<file path="config.mk">
export PLATFORM = sky130hd
export DESIGN_NAME = seg_ea_gen
export DESIGN_NICKNAME = d
export VERILOG_FILES = /design/src/rtl/seg_ea_gen.sv
export SDC_FILE = /design/constraint.sdc
export NUM_CORES = 1
export LEC_CHECK = 0
export CAP_MARGIN = 10
export CORE_ASPECT_RATIO = 0.6
export CORE_MARGIN = 4
export CORE_UTILIZATION = 40
export CTS_CLUSTER_DIAMETER = 120
export CTS_CLUSTER_SIZE = 10
export DETAILED_ROUTE_END_ITERATION = 10
export PLACE_DENSITY = 0.82
export SLEW_MARGIN = 20
export SYNTH_ARGS = -nofsm -noshare
export SYNTH_HDL_FRONTEND = slang
export SYNTH_SLANG_ARGS = --single-unit
</file>
<file path="constraint.sdc">
create_clock -name clk -period 3.9 [get_ports clk]
set_input_delay 0.39 -clock clk [delete_from_list [all_inputs] [get_ports clk]]
set_output_delay 0.39 -clock clk [all_outputs]
set_load 0.01 [all_outputs]
</file>
<file path="src/rtl/seg_ea_gen.sv">
module seg_ea_gen #(
  parameter int AW = 16,
  parameter int PW = 20
) (
  input  logic          clk,
  input  logic          rst_n,
  input  logic          start,
  input  logic          disp_en,
  input  logic          disp_wide,
  input  logic [AW-1:0] disp,
  input  logic [1:0]    base_sel,
  input  logic [1:0]    idx_sel,
  input  logic          seg_ovr_en,
  input  logic [1:0]    seg_ovr_sel,
  input  logic [AW-1:0] reg_bx,
  input  logic [AW-1:0] reg_bp,
  input  logic [AW-1:0] reg_si,
  input  logic [AW-1:0] reg_di,
  input  logic [AW-1:0] seg_es,
  input  logic [AW-1:0] seg_cs,
  input  logic [AW-1:0] seg_ss,
  input  logic [AW-1:0] seg_ds,
  output logic          busy,
  output logic          done,
  output logic          illegal,
  output logic [AW-1:0] ea,
  output logic [1:0]    seg_sel,
  output logic [PW-1:0] phys
);
  localparam int SH = PW - AW;

  logic          accept;
  logic          has_base, has_idx, bad, regs_used;
  logic [AW-1:0] disp_x, base_v, idx_v;
  logic [1:0]    seg_code;
  logic [AW-1:0] seg_val;
  logic [1:0]    n_terms;

  logic [AW-1:0] t_disp, t_base, t_idx, acc, seg_q;
  logic [2:0]    mask;
  logic [1:0]    cnt, code_q;
  logic          bad_q;
  logic [AW-1:0] term, sum;

  assign accept    = start && !busy;
  assign has_base  = (base_sel == 2'd1) || (base_sel == 2'd2);
  assign has_idx   = (idx_sel == 2'd1) || (idx_sel == 2'd2);
  assign regs_used = (base_sel != 2'd0) || (idx_sel != 2'd0);
  assign bad       = (base_sel == 2'd3) || (idx_sel == 2'd3) ||
                     (!disp_en && !regs_used);

  assign disp_x  = (disp_wide || !regs_used) ? disp :
                   {{(AW-8){disp[7]}}, disp[7:0]};
  assign base_v  = (base_sel == 2'd2) ? reg_bp : reg_bx;
  assign idx_v   = (idx_sel == 2'd2) ? reg_di : reg_si;
  assign n_terms = 2'(disp_en) + 2'(has_base) + 2'(has_idx);

  assign seg_code = seg_ovr_en ? seg_ovr_sel :
                    (base_sel == 2'd2) ? 2'd2 : 2'd3;

  always_comb begin
    case (seg_code)
      2'd0:    seg_val = seg_es;
      2'd1:    seg_val = seg_cs;
      2'd2:    seg_val = seg_ss;
      default: seg_val = seg_ds;
    endcase
  end

  always_comb begin
    if (mask[0])      term = t_disp;
    else if (mask[1]) term = t_base;
    else if (mask[2]) term = t_idx;
    else              term = '0;
  end

  assign sum = acc + term;

  always_ff @(posedge clk) begin
    if (!rst_n) begin
      busy    <= 1'b0;
      done    <= 1'b0;
      illegal <= 1'b0;
      ea      <= '0;
      seg_sel <= '0;
      phys    <= '0;
      acc     <= '0;
      mask    <= '0;
      cnt     <= '0;
      t_disp  <= '0;
      t_base  <= '0;
      t_idx   <= '0;
      seg_q   <= '0;
      code_q  <= '0;
      bad_q   <= 1'b0;
    end else begin
      done <= 1'b0;
      if (accept) begin
        busy   <= 1'b1;
        acc    <= '0;
        t_disp <= disp_x;
        t_base <= base_v;
        t_idx  <= idx_v;
        seg_q  <= seg_val;
        code_q <= seg_code;
        bad_q  <= bad;
        mask   <= bad ? 3'b000 : {has_idx, has_base, disp_en};
        cnt    <= bad ? 2'd1 : n_terms;
      end else if (busy) begin
        acc <= sum;
        if (mask[0])      mask[0] <= 1'b0;
        else if (mask[1]) mask[1] <= 1'b0;
        else              mask[2] <= 1'b0;
        cnt <= cnt - 2'd1;
        if (cnt == 2'd1) begin
          busy    <= 1'b0;
          done    <= 1'b1;
          illegal <= bad_q;
          if (bad_q) begin
            ea      <= '0;
            seg_sel <= '0;
            phys    <= '0;
          end else begin
            ea      <= sum;
            seg_sel <= code_q;
            phys    <= {seg_q, {SH{1'b0}}} + {{SH{1'b0}}, sum};
          end
        end
      end
    end
  end
endmodule


</file>
### Word-level counts from Yosys, hierarchy flattened

Index checks and enable logic that the tools add are counted.

* register bits after elaboration: 129
* output and inout bits: 41
* word-level logic and storage cells: 80
* bits of input ports: 156

* multiplexer cells: 24
* bitwise logic cells: 3
* reductions and logical operators: 20
* $add $sub $neg: 5
* equality and inequality tests: 11

Operator list (number)
* $mux W16: 7
* $pmux W16 S3: 1
* $add A20 B16 Y20: 1
* $mux W20: 1
* $add A16 B16 Y16: 1
* $mux W2: 6
* $eq A2 B2 Y1 const B: 5
* $mux W3: 3
* $eq A2 B1 Y1 const B: 4
* $logic_or A1 B1 Y1: 6
* $mux W1: 6
* $reduce_and A3 Y1: 2
* $reduce_bool A2 Y1: 3
* $ne A2 B2 Y1 const B: 2
* $logic_not A1 Y1: 3
* $not A1 Y1: 3
* $reduce_or A3 Y1: 1
* $add A1 B1 Y2: 1
* $add A2 B1 Y2: 1
* $logic_and A1 B1 Y1: 2
* $logic_not A2 Y1: 1
* $reduce_and A2 Y1: 1
* $reduce_or A2 Y1: 1
* $sub A2 B1 Y2 const B: 1

### Depth between registers and ports, before layout

* word-level depth: 7
* depth in mapped cells: 21
* depth with buffers taken out: 20

### Worst setup path before layout

OpenSTA, ideal clock, no wires.

* path type: reg-to-reg
* start point: register mask[1]
* end point: register phys[15]
* setup time: 0.117 ns
* path buffers: 2
* data required time: 3.783 ns
* cell stages (with the launch flop): 20
* period minus slack after synthesis: 4.148 ns
* slack: -0.248 ns
* arrival: 4.031 ns
* path through: dfxtp_1 -> clkbuf_1 -> clkbuf_1 -> a21oi_1 -> o21ai_0 -> ha_1 -> inv_1 -> fa_1 -> nand2b_1 -> a21o_1 -> a21oi_1 -> a221o_1 -> xor2_1 -> ha_1 -> and3_1 -> and3_1 -> a21oi_2 -> a21oi_1 -> or3_1 -> a32o_1

* cells in the longest elaborated chain, start to end: 5

RTL lines
* start: declaration: line 40 `logic [2:0] mask;`
* start signal: assignment: line 107 `mask <= bad ? 3'b000 : {has_idx, has_base, disp_en};`
* $mux W16: line 72 `else if (mask[1]) term = t_base;`
* $mux W16: line 71 `if (mask[0]) term = t_disp;`
* $add A16 B16 Y16: line 77 `assign sum = acc + term;`
* named net sum[12]: line 43 `logic [AW-1:0] term, sum;`
* $add A20 B16 Y20: line 126 `phys <= {seg_q, {SH{1'b0}}} + {{SH{1'b0}}, sum};`
* $mux W20: line 119 `if (bad_q) begin`
* end signal: assignment: line 126
* end: declaration: line 28 `output logic [PW-1:0] phys`

The timed path passes the listed nets, and every way through them passes these cells.
A chain may end at the register's enable or synchronous reset.

### Final worst setup path

* start point: register mask[2]
* end point: register phys[15]

* cells in the longest elaborated chain, start to end: 6

RTL lines
* $mux W16: line 73 `else if (mask[2]) term = t_idx;`
* $mux W16: line 72
* $mux W16: line 71
* $add A16 B16 Y16: line 77
* named net sum[10]: line 43
* $add A20 B16 Y20: line 126
* $mux W20: line 119

The timed path passes the listed nets, and every way through them passes these cells.

==> out/results.tsv <==
metric	value	unit
nNetsFinal	1270	
final.hold.worst_slack	0.452	ns
report.final.hold_viol_count	0	
critPathRequiredTime	4.21	ns
clock-skew-final	0.0123	ns
clock_tree_from_tritoncts	done	
drv.max_cap_violation_count	0	
ctsHtreeMaxLevel	4	
final_cell_mix	clkdlybuf4s50_1 (195), nand2_1 (145), dfxtp_1 (121)	
detail_route.wirelength	24000	um
antenna_cells	0	
core_region_area	0.0174	mm^2
worst_ep_arrival_time	4.25	ns
synth_enable_flop_cells	0	
floorplan.die_area	0.0202	mm^2
place.detailed.hpwl	17900	um
cts_root_buffer_type	clkbuf_16	
die_span_in_x	181	um
synth_largest_type_area_fraction	34.9	%
post-place-cells	1282	
cts.sinks	125	
power_density_of_the_placed_cells	352	mW/mm^2
synth.avg_cell_area	8.36	um^2
placed_cell_area	0.00962	mm^2
yosysSeqAreaShare	34.9	%
viasPerCell	5.48	
place.gp.congestion	0.944	
ff2ff_setup_slack	-0.04	ns
clock_path_buffers	2	
rsz_0062_raised_after_global_routing	true	
layout_overhead_on_the_synthesized_area	48.5	%
post-place-ws	-0.0425	ns
hp-class	reg -> reg	
drtAntennaViolNets	0	
netlist_area	0.00717	mm^2
cts_hold_repair.buffers	0	
yosysWarningCount	0	
final.setup.worst_slack	-0.0371	ns
final_max_slew_viol_count	0	
buffer_ports.inserted	196	
post_synth_main_area_contributors	dfxtp_1 (35%), mux2i_1 (8.7%), nand2_1 (7.6%), ha_1 (6.1%), a21oi_1 (5.2%)	
detail_route.drc_violations	0	
synthesized_instance_count	857	
timing.setup.critical_path_class	reg -> reg	
mappedNetlistNets	1051	
worstSkewPairLatency	0.43	ns
drt_wl_cell	18.1	um
ioPinCount	197	
status	finished with violations	
critical_path_peak_fanout	5	
crit_chain	buf_6 > nand2_1 > nor2_1 > a21oi_2 > o21ai_1 > ha_1 > o211ai_1 > buf_4 > a21oi_4 > o2111ai_4 > a31oi_2 > xor2_1 > ha_1 > and3_4 > and3_4 > a21oi_4 > a21oi_2 > or3_1 > a32o_1	
instances_no_fill	1323	
grt_antenna_before_repair	0	
cts-buffers-inserted	17	
synth-main-ff-cell	dfxtp_1	
final_min_period_over_clock_period	101	%
global_route.usage.total	21.8	%
ys_seq_elements	125	
grt_first_pass_wirelength	35500	um
die_h	112	um
num_vias	7245	
postSynth.asyncResetShare	0	%
initial_utilization	41.3	%
grt_overflow	0	
proportion_of_layout_cells_with_a_drive_suffix_above_1	15.1	%
first_global_vias	6628	
setup_viol	1	
worst_path_largest_cell_delay	0.39	ns
stdcell_area	0.0106	mm^2
critPathCaptureType	register	
worst_slew_pin_slew	0.937	ns
crit_slowest_cell	ha_1	
timing.fmax	0.254	GHz
grt_start_max_net_pins	97	
final_layout_fill_cell_count	1424	
synth.largest_area_cell	dfxtp_1	
synth.lib_cells_used.distinct	57	
timing.critical_path.from_type	register	
max_slew_margin	37.5	%
clk_pin_slew_worst_paths	0.07	ns
drtPass1Iterations	5	
num_rows	37	
layout_min_cycle_time	3.94	ns
leakagePower	0.00475	uW
peakVddDrop	0.000319	V
violations_in_the_final_reports	negative setup slack	
drt-initial-drc-count	508	
layout.cells.most_common	clkdlybuf4s50_1	
[stage by stage]
step / total power (uW) / TNS [ns] / util, %
3_3_place_gp: 2030 / 0 / 55.4
2_1_floorplan: 1730 / -0.0786 / -
3_5_place_dp: 2050 / -0.146 / 55.4
6_report: 3750 / -0.0371 / 61.3
5_1_grt: 3880 / -0.776 / 61.3
4_1_cts: 3710 / 0 / 59.1
[synth_stat cells (all sizes together) (2+ instances only)]
cell type and n:
o2111ai 4, dfxtp 125, nor3 5, nand2b 14, nand3b 3, o21ai 53
or3 2, xnor2 10, and3 6, a31oi 8, fa 3, o211a 35
mux2i 62, o221ai 16, a211oi 4, nor2b 9, nand3 15, a21boi 11
o311a 2, nor2 41, o211ai 2, a21o 20, a21oi 75, nand2 146
nor3b 8, buf 21, o21a 7, a22o 16, and2 7, clkbuf 45
a32o 2, xor2 8, inv 21, ha 35
[routing by layer]
layer,share of wire (%),GRT usage (%),up-vias,wire length (um)
met1,47,32.5,3357,11300
li1,-,-,3514,-
met2,42,31.0,348,10200
met5,0,0,-,0
met3,9.8,6.59,26,2350
met4,0.75,4.08,0,180
[cells by family after synthesis]
family                     Yosys count  synth area share (%)
buffers and inverters               87                  4.91
muxes                               62                  8.66
DFF                                125                  34.9
AOI/OAI and AO/OA                  264                  25.6
xor gates and xnor gates            19                  2.51
and+or+nand+nor                    262                  16.4
adders and majority gates           38                  6.95
[layout make-up]
type,count,area [um^2],area share [%]
clock buffers,17,425,4.00
well taps,234,293,2.75
clock inverters,15,188,1.76
inverters,21,78.8,0.741
repair buffers,266,2500,23.5
flip-flops and latches,125,2510,23.6
multi-input cells,645,4640,43.6
[state kept, by name, indices dropped and copies added, names as in the netlist]
| register | count |
|---|---|
| done | 1 |
| mask | 3 |
| illegal | 1 |
| seg_q | 16 |
| bad_q | 1 |
| t_base | 16 |
| code_q | 2 |
| busy | 1 |
| acc | 16 |
| t_idx | 16 |
| seg_sel | 2 |
| t_disp | 16 |
| cnt | 2 |
| phys | 16 |
| ea | 16 |
[where the power goes]
group	leakage (uW)	total (uW)	internal [uW]	switching, uW
Sequential	0.00102	1420	1350	68.8
Clock	0.000301	1680	979	696
Combinational	0.00343	652	346	306
[worst max-delay path: cells and delay by family (launching register included)]
| family | cells | cell delay (ns) |
|---|---|---|
| AND/OR/NAND/NOR | 5 | 0.84 |
| flip-flops | 1 | 0.34 |
| adder cells (fa/ha/maj) | 2 | 0.70 |
| XOR/XNOR | 1 | 0.25 |
| buffers and inverters | 2 | 0.31 |
| AO/OA/AOI/OAI | 9 | 1.38 |
[what timing repair did]
item,CTS,global route
pin swaps,2,34
buffers inserted,1,7
setup endpoints to repair,5,10
gates resized for setup,7,75
[final timing paths]
check,start,to,cells after the start
setup / recovery,mask[2],phys[15],19
hold / removal,ea[15],ea[15],2
hold reg to reg,ea[15],ea[15],2
setup reg to reg,mask[2],phys[15],19
Power figures use the tool's default switching activity.
